### src/rtl/flagport_pkg.sv
// Shared types and timing helpers for the flag port sequencer.
// Assumes byte lanes of 8 bits and two 16-bit registers in one 32-bit host word.
package flagport_pkg;

    typedef enum logic [2:0] {
        SEQ_IDLE   = 3'd0,
        SEQ_SETUP  = 3'd1,
        SEQ_STROBE = 3'd2,
        SEQ_HOLD   = 3'd3,
        SEQ_DONE   = 3'd4
    } seq_state_t;

    typedef enum logic [1:0] {
        OPK_LOCAL  = 2'd0,
        OPK_BUS_WR = 2'd1,
        OPK_BUS_RD = 2'd2
    } op_kind_t;

    localparam int unsigned LANE_W     = 8;
    localparam int unsigned FLAG_W     = 16;
    localparam int unsigned FLAG_LANES = FLAG_W / LANE_W;
    localparam int unsigned HOST_LANES = 2 * FLAG_LANES;
    localparam int unsigned HOST_W     = HOST_LANES * LANE_W;

    localparam int unsigned DEF_CLK_PS    = 4000;
    localparam int unsigned DEF_SETUP_PS  = 30000;
    localparam int unsigned DEF_HOLD_PS   = 20000;
    localparam int unsigned DEF_STROBE_PS = 60000;

    // Rounds a time window up to whole clock cycles, never below one.
    function automatic int unsigned cyc_for(input int unsigned ps, input int unsigned clk_ps);
        int unsigned c;
        c = (ps + clk_ps - 1) / clk_ps;
        if (c == 0) c = 1;
        return c;
    endfunction

endpackage

### src/rtl/flagport_decode.sv
// Host request decoder: classifies an access by word address and byte lanes,
// builds the merged output-flag value and any read data served locally.
// Assumes the output flag register on low lanes and the input flag register on high lanes.
module flagport_decode
    import flagport_pkg::*;
#(
    parameter int unsigned WORD_AW = 6,
    parameter logic [WORD_AW-1:0] BASE_WORD = 6'h09
) (
    input  logic [WORD_AW-1:0]    addr,
    input  logic [HOST_LANES-1:0] be,
    input  logic                  rd,
    input  logic [FLAG_W-1:0]     wdata_lo,
    input  logic [FLAG_W-1:0]     shadow,
    output op_kind_t              kind,
    output logic                  err,
    output logic [HOST_W-1:0]     local_rdata,
    output logic                  shadow_we,
    output logic [FLAG_W-1:0]     shadow_nxt
);

    logic hit;
    logic lo_any;
    logic hi_any;

    assign hit    = (addr == BASE_WORD);
    assign lo_any = |be[FLAG_LANES-1:0];
    assign hi_any = |be[HOST_LANES-1:FLAG_LANES];

    // Per-lane merge of host data into the stored output flag value.
    for (genvar g = 0; g < FLAG_LANES; g++) begin : g_lane
        assign shadow_nxt[g*LANE_W +: LANE_W] = be[g] ? wdata_lo[g*LANE_W +: LANE_W]
                                                      : shadow[g*LANE_W +: LANE_W];
    end

    // Classify the access and pick the local response.
    always_comb begin
        kind        = OPK_LOCAL;
        err         = 1'b0;
        local_rdata = '0;
        shadow_we   = 1'b0;
        if (hit && lo_any && hi_any) begin
            err = 1'b1;
            if (rd) local_rdata = '1;
        end else if (hit && lo_any) begin
            if (rd) begin
                local_rdata = {{(HOST_W-FLAG_W){1'b0}}, shadow};
            end else begin
                kind      = OPK_BUS_WR;
                shadow_we = 1'b1;
            end
        end else if (hit && hi_any) begin
            if (rd) kind = OPK_BUS_RD;
        end
    end

endmodule

### src/rtl/flagport_timer.sv
// Loadable down counter that times the setup, strobe and hold phases.
// Assumes a load value of N-1 for an N-cycle phase; expired is high at zero.
module flagport_timer #(
    parameter int unsigned CNT_W = 4
) (
    input  logic             clk,
    input  logic             rst_n,
    input  logic             load,
    input  logic [CNT_W-1:0] load_val,
    output logic             expired
);

    logic [CNT_W-1:0] cnt_q;

    // Load on request, else count down to zero and stay.
    always_ff @(posedge clk) begin
        if (!rst_n)              cnt_q <= '0;
        else if (load)           cnt_q <= load_val;
        else if (cnt_q != '0)    cnt_q <= cnt_q - 1'b1;
    end

    assign expired = (cnt_q == '0);

endmodule

### src/rtl/flagport_fsm.sv
// Bus sequencer: frames one external access as setup, strobe and hold phases,
// drives all pins from flops and captures read data at the end of the strobe.
// Assumes start is only raised while idle; phase lengths are at least one cycle.
module flagport_fsm
    import flagport_pkg::*;
#(
    parameter int unsigned BUS_AW     = 8,
    parameter int unsigned SETUP_CYC  = 8,
    parameter int unsigned STROBE_CYC = 15,
    parameter int unsigned HOLD_CYC   = 5
) (
    input  logic              clk,
    input  logic              rst_n,
    input  logic              start,
    input  op_kind_t          kind,
    input  logic [BUS_AW-1:0] start_addr,
    input  logic [FLAG_W-1:0] start_data,
    input  logic              fn_wr_en,
    input  logic              fn_rd_en,
    input  logic [FLAG_W-1:0] bus_data_in,
    output logic              idle,
    output logic              done,
    output logic [BUS_AW-1:0] bus_addr,
    output logic [FLAG_W-1:0] bus_data_out,
    output logic              bus_data_oe,
    output logic              wr_stb,
    output logic              rd_stb_n,
    output logic [FLAG_W-1:0] cap_data
);

    localparam int unsigned MAX_A   = (SETUP_CYC > STROBE_CYC) ? SETUP_CYC : STROBE_CYC;
    localparam int unsigned MAX_CYC = (MAX_A > HOLD_CYC) ? MAX_A : HOLD_CYC;
    localparam int unsigned CNT_W   = $clog2(MAX_CYC + 1);
    localparam logic [CNT_W-1:0] SETUP_LD  = CNT_W'(SETUP_CYC - 1);
    localparam logic [CNT_W-1:0] STROBE_LD = CNT_W'(STROBE_CYC - 1);
    localparam logic [CNT_W-1:0] HOLD_LD   = CNT_W'(HOLD_CYC - 1);

    seq_state_t        st_q, st_n;
    op_kind_t          kind_q, kind_eff;
    logic              fnw_q, fnr_q, fnw_eff, fnr_eff;
    logic              ld;
    logic [CNT_W-1:0]  ld_val;
    logic              expired;
    logic              active_n;
    logic [BUS_AW-1:0] addr_q;
    logic [FLAG_W-1:0] data_q;
    logic              oe_q, wr_q, rdn_q, done_q;
    logic [FLAG_W-1:0] cap_q;

    flagport_timer #(.CNT_W(CNT_W)) u_timer (
        .clk      (clk),
        .rst_n    (rst_n),
        .load     (ld),
        .load_val (ld_val),
        .expired  (expired)
    );

    // Phase transitions and timer loads.
    always_comb begin
        st_n   = st_q;
        ld     = 1'b0;
        ld_val = '0;
        case (st_q)
            SEQ_IDLE: begin
                if (start) begin
                    if (kind == OPK_LOCAL) begin
                        st_n = SEQ_DONE;
                    end else begin
                        st_n   = SEQ_SETUP;
                        ld     = 1'b1;
                        ld_val = SETUP_LD;
                    end
                end
            end
            SEQ_SETUP: begin
                if (expired) begin
                    st_n   = SEQ_STROBE;
                    ld     = 1'b1;
                    ld_val = STROBE_LD;
                end
            end
            SEQ_STROBE: begin
                if (expired) begin
                    st_n   = SEQ_HOLD;
                    ld     = 1'b1;
                    ld_val = HOLD_LD;
                end
            end
            SEQ_HOLD: begin
                if (expired) st_n = SEQ_DONE;
            end
            SEQ_DONE: st_n = SEQ_IDLE;
            default:  st_n = SEQ_IDLE;
        endcase
    end

    // Request attributes seen by the output logic: live at start, latched after.
    always_comb begin
        kind_eff = (st_q == SEQ_IDLE) ? kind     : kind_q;
        fnw_eff  = (st_q == SEQ_IDLE) ? fn_wr_en : fnw_q;
        fnr_eff  = (st_q == SEQ_IDLE) ? fn_rd_en : fnr_q;
        active_n = (st_n == SEQ_SETUP) || (st_n == SEQ_STROBE) || (st_n == SEQ_HOLD);
    end

    // State register and request attribute latch.
    always_ff @(posedge clk) begin
        if (!rst_n) begin
            st_q   <= SEQ_IDLE;
            kind_q <= OPK_LOCAL;
            fnw_q  <= 1'b0;
            fnr_q  <= 1'b0;
        end else begin
            st_q <= st_n;
            if (st_q == SEQ_IDLE && start) begin
                kind_q <= kind;
                fnw_q  <= fn_wr_en;
                fnr_q  <= fn_rd_en;
            end
        end
    end

    // Address and data held steady from acceptance until the sequence ends.
    always_ff @(posedge clk) begin
        if (!rst_n) begin
            addr_q <= '0;
            data_q <= '0;
        end else if (st_q == SEQ_IDLE && start && kind != OPK_LOCAL) begin
            addr_q <= start_addr;
            data_q <= (kind == OPK_BUS_WR) ? start_data : '0;
        end else if (st_n == SEQ_DONE) begin
            addr_q <= '0;
            data_q <= '0;
        end
    end

    // Registered pin controls, so strobes never glitch.
    always_ff @(posedge clk) begin
        if (!rst_n) begin
            oe_q   <= 1'b0;
            wr_q   <= 1'b0;
            rdn_q  <= 1'b1;
            done_q <= 1'b0;
        end else begin
            oe_q   <= active_n && (kind_eff == OPK_BUS_WR);
            wr_q   <= (st_n == SEQ_STROBE) && (kind_eff == OPK_BUS_WR) && fnw_eff;
            rdn_q  <= !((st_n == SEQ_STROBE) && (kind_eff == OPK_BUS_RD) && fnr_eff);
            done_q <= (st_n == SEQ_DONE);
        end
    end

    // Capture external read data in the last strobe cycle.
    always_ff @(posedge clk) begin
        if (!rst_n)
            cap_q <= '0;
        else if (st_q == SEQ_STROBE && expired && kind_q == OPK_BUS_RD)
            cap_q <= bus_data_in;
    end

    assign idle         = (st_q == SEQ_IDLE);
    assign done         = done_q;
    assign bus_addr     = addr_q;
    assign bus_data_out = data_q;
    assign bus_data_oe  = oe_q;
    assign wr_stb       = wr_q;
    assign rd_stb_n     = rdn_q;
    assign cap_data     = cap_q;

endmodule

### src/rtl/flagport_seq.sv
// Top of the flag port sequencer: holds the output flag copy, accepts one host
// request at a time and hands bus work to the sequencer.
// Assumes the host holds rd or wr steady until it sees host_ready.
module flagport_seq
    import flagport_pkg::*;
#(
    parameter int unsigned WORD_AW       = 6,
    parameter logic [WORD_AW-1:0] BASE_WORD = 6'h09,
    parameter int unsigned CLK_PERIOD_PS = DEF_CLK_PS,
    parameter int unsigned SETUP_PS      = DEF_SETUP_PS,
    parameter int unsigned HOLD_PS       = DEF_HOLD_PS,
    parameter int unsigned STROBE_PS     = DEF_STROBE_PS
) (
    input  logic               clk,
    input  logic               rst_n,
    input  logic [WORD_AW-1:0] host_addr,
    input  logic [3:0]         host_be,
    input  logic               host_rd,
    input  logic               host_wr,
    input  logic [31:0]        host_wdata,
    output logic [31:0]        host_rdata,
    output logic               host_ready,
    output logic               host_err,
    input  logic               fn_wr_en,
    input  logic               fn_rd_en,
    output logic [WORD_AW+1:0] bus_addr,
    output logic [15:0]        bus_data_out,
    output logic               bus_data_oe,
    input  logic [15:0]        bus_data_in,
    output logic               flag_wr_stb,
    output logic               flag_rd_n
);

    localparam int unsigned BUS_AW     = WORD_AW + 2;
    localparam int unsigned SETUP_CYC  = cyc_for(SETUP_PS, CLK_PERIOD_PS);
    localparam int unsigned HOLD_CYC   = cyc_for(HOLD_PS, CLK_PERIOD_PS);
    localparam int unsigned STROBE_CYC = cyc_for(STROBE_PS, CLK_PERIOD_PS);

    op_kind_t          dec_kind, kind_q;
    logic              dec_err, err_q;
    logic [HOST_W-1:0] dec_rdata, local_q;
    logic              dec_we;
    logic [FLAG_W-1:0] merged;
    logic [FLAG_W-1:0] shadow_q;
    logic              seq_idle, seq_done, accept;
    logic [FLAG_W-1:0] cap_data;
    logic [BUS_AW-1:0] start_addr;
    logic [15:0]       unused_wdata_hi;

    assign unused_wdata_hi = host_wdata[31:16];
    assign accept          = (host_rd || host_wr) && seq_idle;
    assign start_addr      = {host_addr, (dec_kind == OPK_BUS_RD) ? 2'b10 : 2'b00};

    flagport_decode #(
        .WORD_AW   (WORD_AW),
        .BASE_WORD (BASE_WORD)
    ) u_decode (
        .addr        (host_addr),
        .be          (host_be),
        .rd          (host_rd),
        .wdata_lo    (host_wdata[15:0]),
        .shadow      (shadow_q),
        .kind        (dec_kind),
        .err         (dec_err),
        .local_rdata (dec_rdata),
        .shadow_we   (dec_we),
        .shadow_nxt  (merged)
    );

    flagport_fsm #(
        .BUS_AW     (BUS_AW),
        .SETUP_CYC  (SETUP_CYC),
        .STROBE_CYC (STROBE_CYC),
        .HOLD_CYC   (HOLD_CYC)
    ) u_fsm (
        .clk          (clk),
        .rst_n        (rst_n),
        .start        (accept),
        .kind         (dec_kind),
        .start_addr   (start_addr),
        .start_data   (merged),
        .fn_wr_en     (fn_wr_en),
        .fn_rd_en     (fn_rd_en),
        .bus_data_in  (bus_data_in),
        .idle         (seq_idle),
        .done         (seq_done),
        .bus_addr     (bus_addr),
        .bus_data_out (bus_data_out),
        .bus_data_oe  (bus_data_oe),
        .wr_stb       (flag_wr_stb),
        .rd_stb_n     (flag_rd_n),
        .cap_data     (cap_data)
    );

    // Output flag copy: updated at acceptance of a legal write.
    always_ff @(posedge clk) begin
        if (!rst_n)                 shadow_q <= '0;
        else if (accept && dec_we)  shadow_q <= merged;
    end

    // Per-request response state kept until the next acceptance.
    always_ff @(posedge clk) begin
        if (!rst_n) begin
            kind_q  <= OPK_LOCAL;
            err_q   <= 1'b0;
            local_q <= '0;
        end else if (accept) begin
            kind_q  <= dec_kind;
            err_q   <= dec_err;
            local_q <= dec_rdata;
        end
    end

    assign host_ready = seq_done;
    assign host_err   = seq_done && err_q;
    assign host_rdata = (kind_q == OPK_BUS_RD) ? {cap_data, {(HOST_W-FLAG_W){1'b0}}} : local_q;

endmodule

### config.mk
export PLATFORM = sky130hd
export DESIGN_NAME = flagport_seq
export DESIGN_NICKNAME = d
export VERILOG_FILES = /design/src/rtl/flagport_pkg.sv /design/src/rtl/flagport_decode.sv /design/src/rtl/flagport_timer.sv /design/src/rtl/flagport_fsm.sv /design/src/rtl/flagport_seq.sv
export SDC_FILE = /design/constraint.sdc
export NUM_CORES = 1
export LEC_CHECK = 0
export ABC_AREA = 1
export BUFFER_PORTS_ARGS = -buffer_cell sky130_fd_sc_hd__buf_4
export CAP_MARGIN = 10
export CORE_ASPECT_RATIO = 1.2
export CORE_UTILIZATION = 50
export DETAILED_ROUTE_END_ITERATION = 10
export PLACE_DENSITY_LB_ADDON = 0.12
export SETUP_SLACK_MARGIN = 0.1
export SLEW_MARGIN = 20
export SYNTH_ARGS = -nofsm -noshare
export SYNTH_HDL_FRONTEND = slang
export SYNTH_SLANG_ARGS = --single-unit
export TNS_END_PERCENT = 30
### constraint.sdc
create_clock -name clk -period 5.25 [get_ports clk]
set_clock_uncertainty 0.05 [all_clocks]
set_input_delay 1.05 -clock clk [delete_from_list [all_inputs] [get_ports clk]]
set_output_delay 1.05 -clock clk [all_outputs]
set_load 0.1 [all_outputs]
### After elaboration in Yosys (flattened, before gate mapping)

Cells that the tools add are included.

* add/sub/neg operators: 1
* equal/unequal tests: 14
* mux-type cells: 42
* reductions and logical operators: 29

Operators with widths (number)
* $mux 32: 4
* $mux 16: 4
* $mux 8: 4
* $mux 3: 7
* $mux 4: 4
* $logic_and 1x1->1: 15
* $eq 3x2->1 const B: 4
* $mux 2: 6
* $pmux 3 s4: 1
* $pmux 4 s3: 1
* $mux 1: 10
* $eq 2x2->1 const B: 4
* $eq 3x1->1 const B: 2
* $eq 6x4->1 const B: 1
* $reduce_bool 2->1: 3
* $reduce_or 2->1: 3
* $eq 2x1->1 const B: 2
* $logic_not 4->1: 1
* $reduce_bool 4->1: 1
* $sub 4x1->4 const B: 1
* $eq 3x3->1 const B: 1
* $logic_not 3->1: 1
* $logic_or 1x1->1: 3
* $logic_not 2->1: 1
* other kinds (2): 2

* register bits after elaboration: 106
* input port bits: 64

### Longest topological paths before layout

* word-level depth: 13
* gate-level depth with buffers: 10

### Hierarchy

From an unflattened synthesis, not the netlist that was laid out.

* cells, all modules: 772
* area, all modules: 5454.0 um^2

Modules (own cells, without submodules)
* flagport_seq: times used 1, cells an instance 383, area an instance 2472.4 um^2
* flagport_fsm: times used 1, cells an instance 261, area an instance 2174.6 um^2
* flagport_decode: times used 1, cells an instance 88, area an instance 559.3 um^2
* flagport_timer: times used 1, cells an instance 40, area an instance 247.7 um^2

### Worst setup path after synthesis

No wires, ideal clock.

* path kind: register to output
* start: register u_fsm.kind_q[1] (netlist name)
* end: output host_rdata[0]
* data arrival time: 1.879 ns
* data required time: 4.150 ns
* setup slack: 2.271 ns
* cell stages (with the launch flop): 5
* path buffers: 1
* path through: dfxtp_1 inv_1 nor2_1 clkbuf_1 nor2_1

RTL lines
* to (decl): RTL line flagport_seq.sv:21 `output logic [31:0] host_rdata,`

==> flow_summary.toml <==
[final_layout]
regArea_sq_um = 1760
final_layout_size_suffix_gt1_frac = 0.234
fillCellCount = 671
diodes = 0
multi_input_area_sq_um = 1780
fin_nets = 696
final_util = 0.663
area_delta_synth_final_pct = 27.1
finalInstanceArea_sq_um = 4880

[routing]
wire_per_inst_um = 13.0
first_iter_violations = 167
drt-vias-per-instance = 5.19
remaining_drc_errors = 0
routed_wl_mm = 9.46
ant_nets = 0
vias = 3771
firstDrtPassIters = 4

[critical_path]
endpoint_kind = "primary output"
cp_max_fo = 33
cp.arrival_ns = 2.10
critical_path_class = "flip-flop to primary output"
start_kind = "flip-flop"
rr_startpoint = "u_fsm.u_timer.cnt_q[0]$_SDFFE_PN0P_"
worstPathRequired_ns = 4.15
startpoint = "u_fsm.kind_q[1]$_SDFFE_PN0P_"
rr_worst_depth = 9

[power]
power_density_nw_per_um2 = 283
leakage_uw = 0.00217
ir_drop_mv = 0.152

[logic_synthesis]
yosysWarnings = 0
synth_edf_count = 0
syn-instance-count = 537
async_reset_ff_frac = 0
syn_area_per_cell_sq_um = 7.15
synthesis.nets = 602
ys_types = 32
ys_ff_latch = 88
yosysSeqAreaShare = 0.459
synth_area_sq_um = 3840
ys.flop_type = "dfxtp_1"

[clock_tree]
ctsHoldBuffers = 0
cts.clk_slew.worst_paths_ns = 0.09
root_buffer = "clkbuf_8"
cts_made_buffers = 9
cts-htree-levels = 3
post_cts_resize_count = 0
clk_latency_ns = 0.34
cts.sinks = 88
post_cts_buffers = 0
cts_tree = "built"
clockBufferDepth = 2

[timing]
setup_tns_ns = 0
worst_slew_pin_slew_ns = 1.01
setup_viol = 0
rsz0062_at_grt = "no"
period_share = 0.609
final_max_slew_viol_count = 0
hold_viol = 0
maxSlewHeadroom = 0.323
min_period_ns = 3.20
fmax_ghz = 0.313

[floorplanning]
initial_utilization = 0.521
die_h_um = 98.0
io_pins = 125
core_area_sq_um = 7360
die-width_um = 82.0
num_rows = 34
die_area_sq_um = 8030

[placed_design]
hpwlAfterDp_mm = 6.36
port_buffers = 107
gp_congestion = 0.906
postPlaceCellArea_sq_um = 4660

[flow_run]
cap_violations = 0

[min_path]
min-delay-path-class = "flip-flop to flip-flop"
min_path_cells = 2
holdCritStartpoint = "u_fsm.bus_addr[6]$_SDFFE_PN0P_"

[global_route]
antenna_found_initial = 0
grt_pass1_wl_mm = 15.5
grt_start_max_net_pins = 34
overflow = 0
grtUsageTotal = 0.244
grt_pass1_vias = 3404

[run_status]
status = "complete, no violations"
-- final cells by class --
cell class,instances,area share
multi-input combinational,370,0.364
sequential,88,0.361
timing repair buffer,109,0.168
inverter,53,0.0408
clock buffer,12,0.0318
tap,90,0.0231
clock inverter,4,0.0108
-- path summary, 6_finish.rpt --
check	to	slack [ns]
setup / recovery	host_rdata[29]	2.05
hold / removal	u_fsm.bus_addr[6]$_SDFFE_PN0P_	0.39
setup reg to reg	u_fsm.cap_data[12]$_SDFFE_PN0P_	3.08
hold reg to reg	u_fsm.bus_addr[6]$_SDFFE_PN0P_	0.39
-- Yosys cell counts, drive strengths merged (2+ instances only) --
cell / n / share of area
dfxtp: 88 / 0.46
nor3: 2 / 0.0055
nand3: 11 / 0.016
inv: 53 / 0.052
a21oi: 64 / 0.083
nand4: 15 / 0.028
o21ai: 50 / 0.066
clkbuf: 17 / 0.017
a31oi: 2 / 0.0049
xor2: 3 / 0.0068
buf: 9 / 0.012
nand2: 132 / 0.13
o211ai: 4 / 0.0078
nor2: 79 / 0.088
or2: 3 / 0.0049
-- routing by layer --
layer,vias to the layer above,routed length (um),GRT usage
met5,-,0,0
met4,0,133,0.0850
met3,12,453,0.0393
met2,121,4650,0.408
met1,1729,4220,0.312
li1,1909,-,-
-- cell families (layout without fill, tap and decap cells) --
logic type	Yosys count	count (layout)	share of synthesized area
AO/OA/AOI/OAI	121	121	0.165
multiplexers	1	1	0.00293
XOR/XNOR	3	3	0.00685
flip-flops	88	88	0.459
buffers and inverters	79	178	0.0809
AND/OR/NAND/NOR	243	243	0.281
adder cells (fa/ha/maj)	1	1	0.00326
other	1	1	0.000977
-- cells in the final DEF (no fill, tap or decap), types with 3 or more instances in the layout --
master,Yosys,routed
buf_4,1,109
nand2_1,129,129
inv_2,5,5
clkbuf_8,0,11
o211ai_1,4,4
nor2_4,5,5
nor2_1,73,72
inv_1,48,48
o21ai_0,44,44
xor2_1,3,3
dfxtp_1,88,88
a21oi_1,64,64
nand3_1,10,10
o21ai_1,5,5
or2_2,3,3
nand4_1,14,14
-- sequential cells by signal (all words and copies together) (netlist names) --
name,flops
u_fsm.bus_addr,7
u_fsm.kind_q,2
u_fsm.st_q,3
local_q,17
u_fsm.rd_stb_n,1
u_fsm.fnr_q,1
u_fsm.cap_data,16
u_fsm.done,1
err_q,1
u_fsm.bus_data_out,16
shadow_q,16
u_fsm.u_timer.cnt_q,4
u_fsm.fnw_q,1
u_fsm.bus_data_oe,1
u_fsm.wr_stb,1
-- stage by stage --
step / hold WS (ns) / setup slack (ns) / power [uW] / instances
finish: 0.393 / 2.05 / 1380 / 726
global route: 0.419 / 1.87 / 1450 / 726
CTS: 0.395 / 2.02 / 1390 / 726
detailed placement: 0.380 / 2.13 / 914 / 710
global placement: 0.377 / 2.14 / 910 / 710
floorplan: 0.380 / 2.27 / 856 / 537
-- power breakdown --
| group | internal (uW) | switching [uW] | leakage [uW] |
|---|---|---|---|
| clock network | 247 | 229 | 0.000107 |
| registers | 684 | 8.31 | 0.000711 |
| logic | 81.2 | 129 | 0.00135 |
| total | 1010 | 366 | 0.00217 |
-- critical path: stages, from the launching register on --
cell and delay (ns):
dfxtp_1 0.35, inv_1 0.06, nor2_2 0.07, buf_4 0.34, inv_1 0.15, nand2_1 0.41, nand2_1 0.12, buf_4 0.26
(Power assumes the default switching activity.)
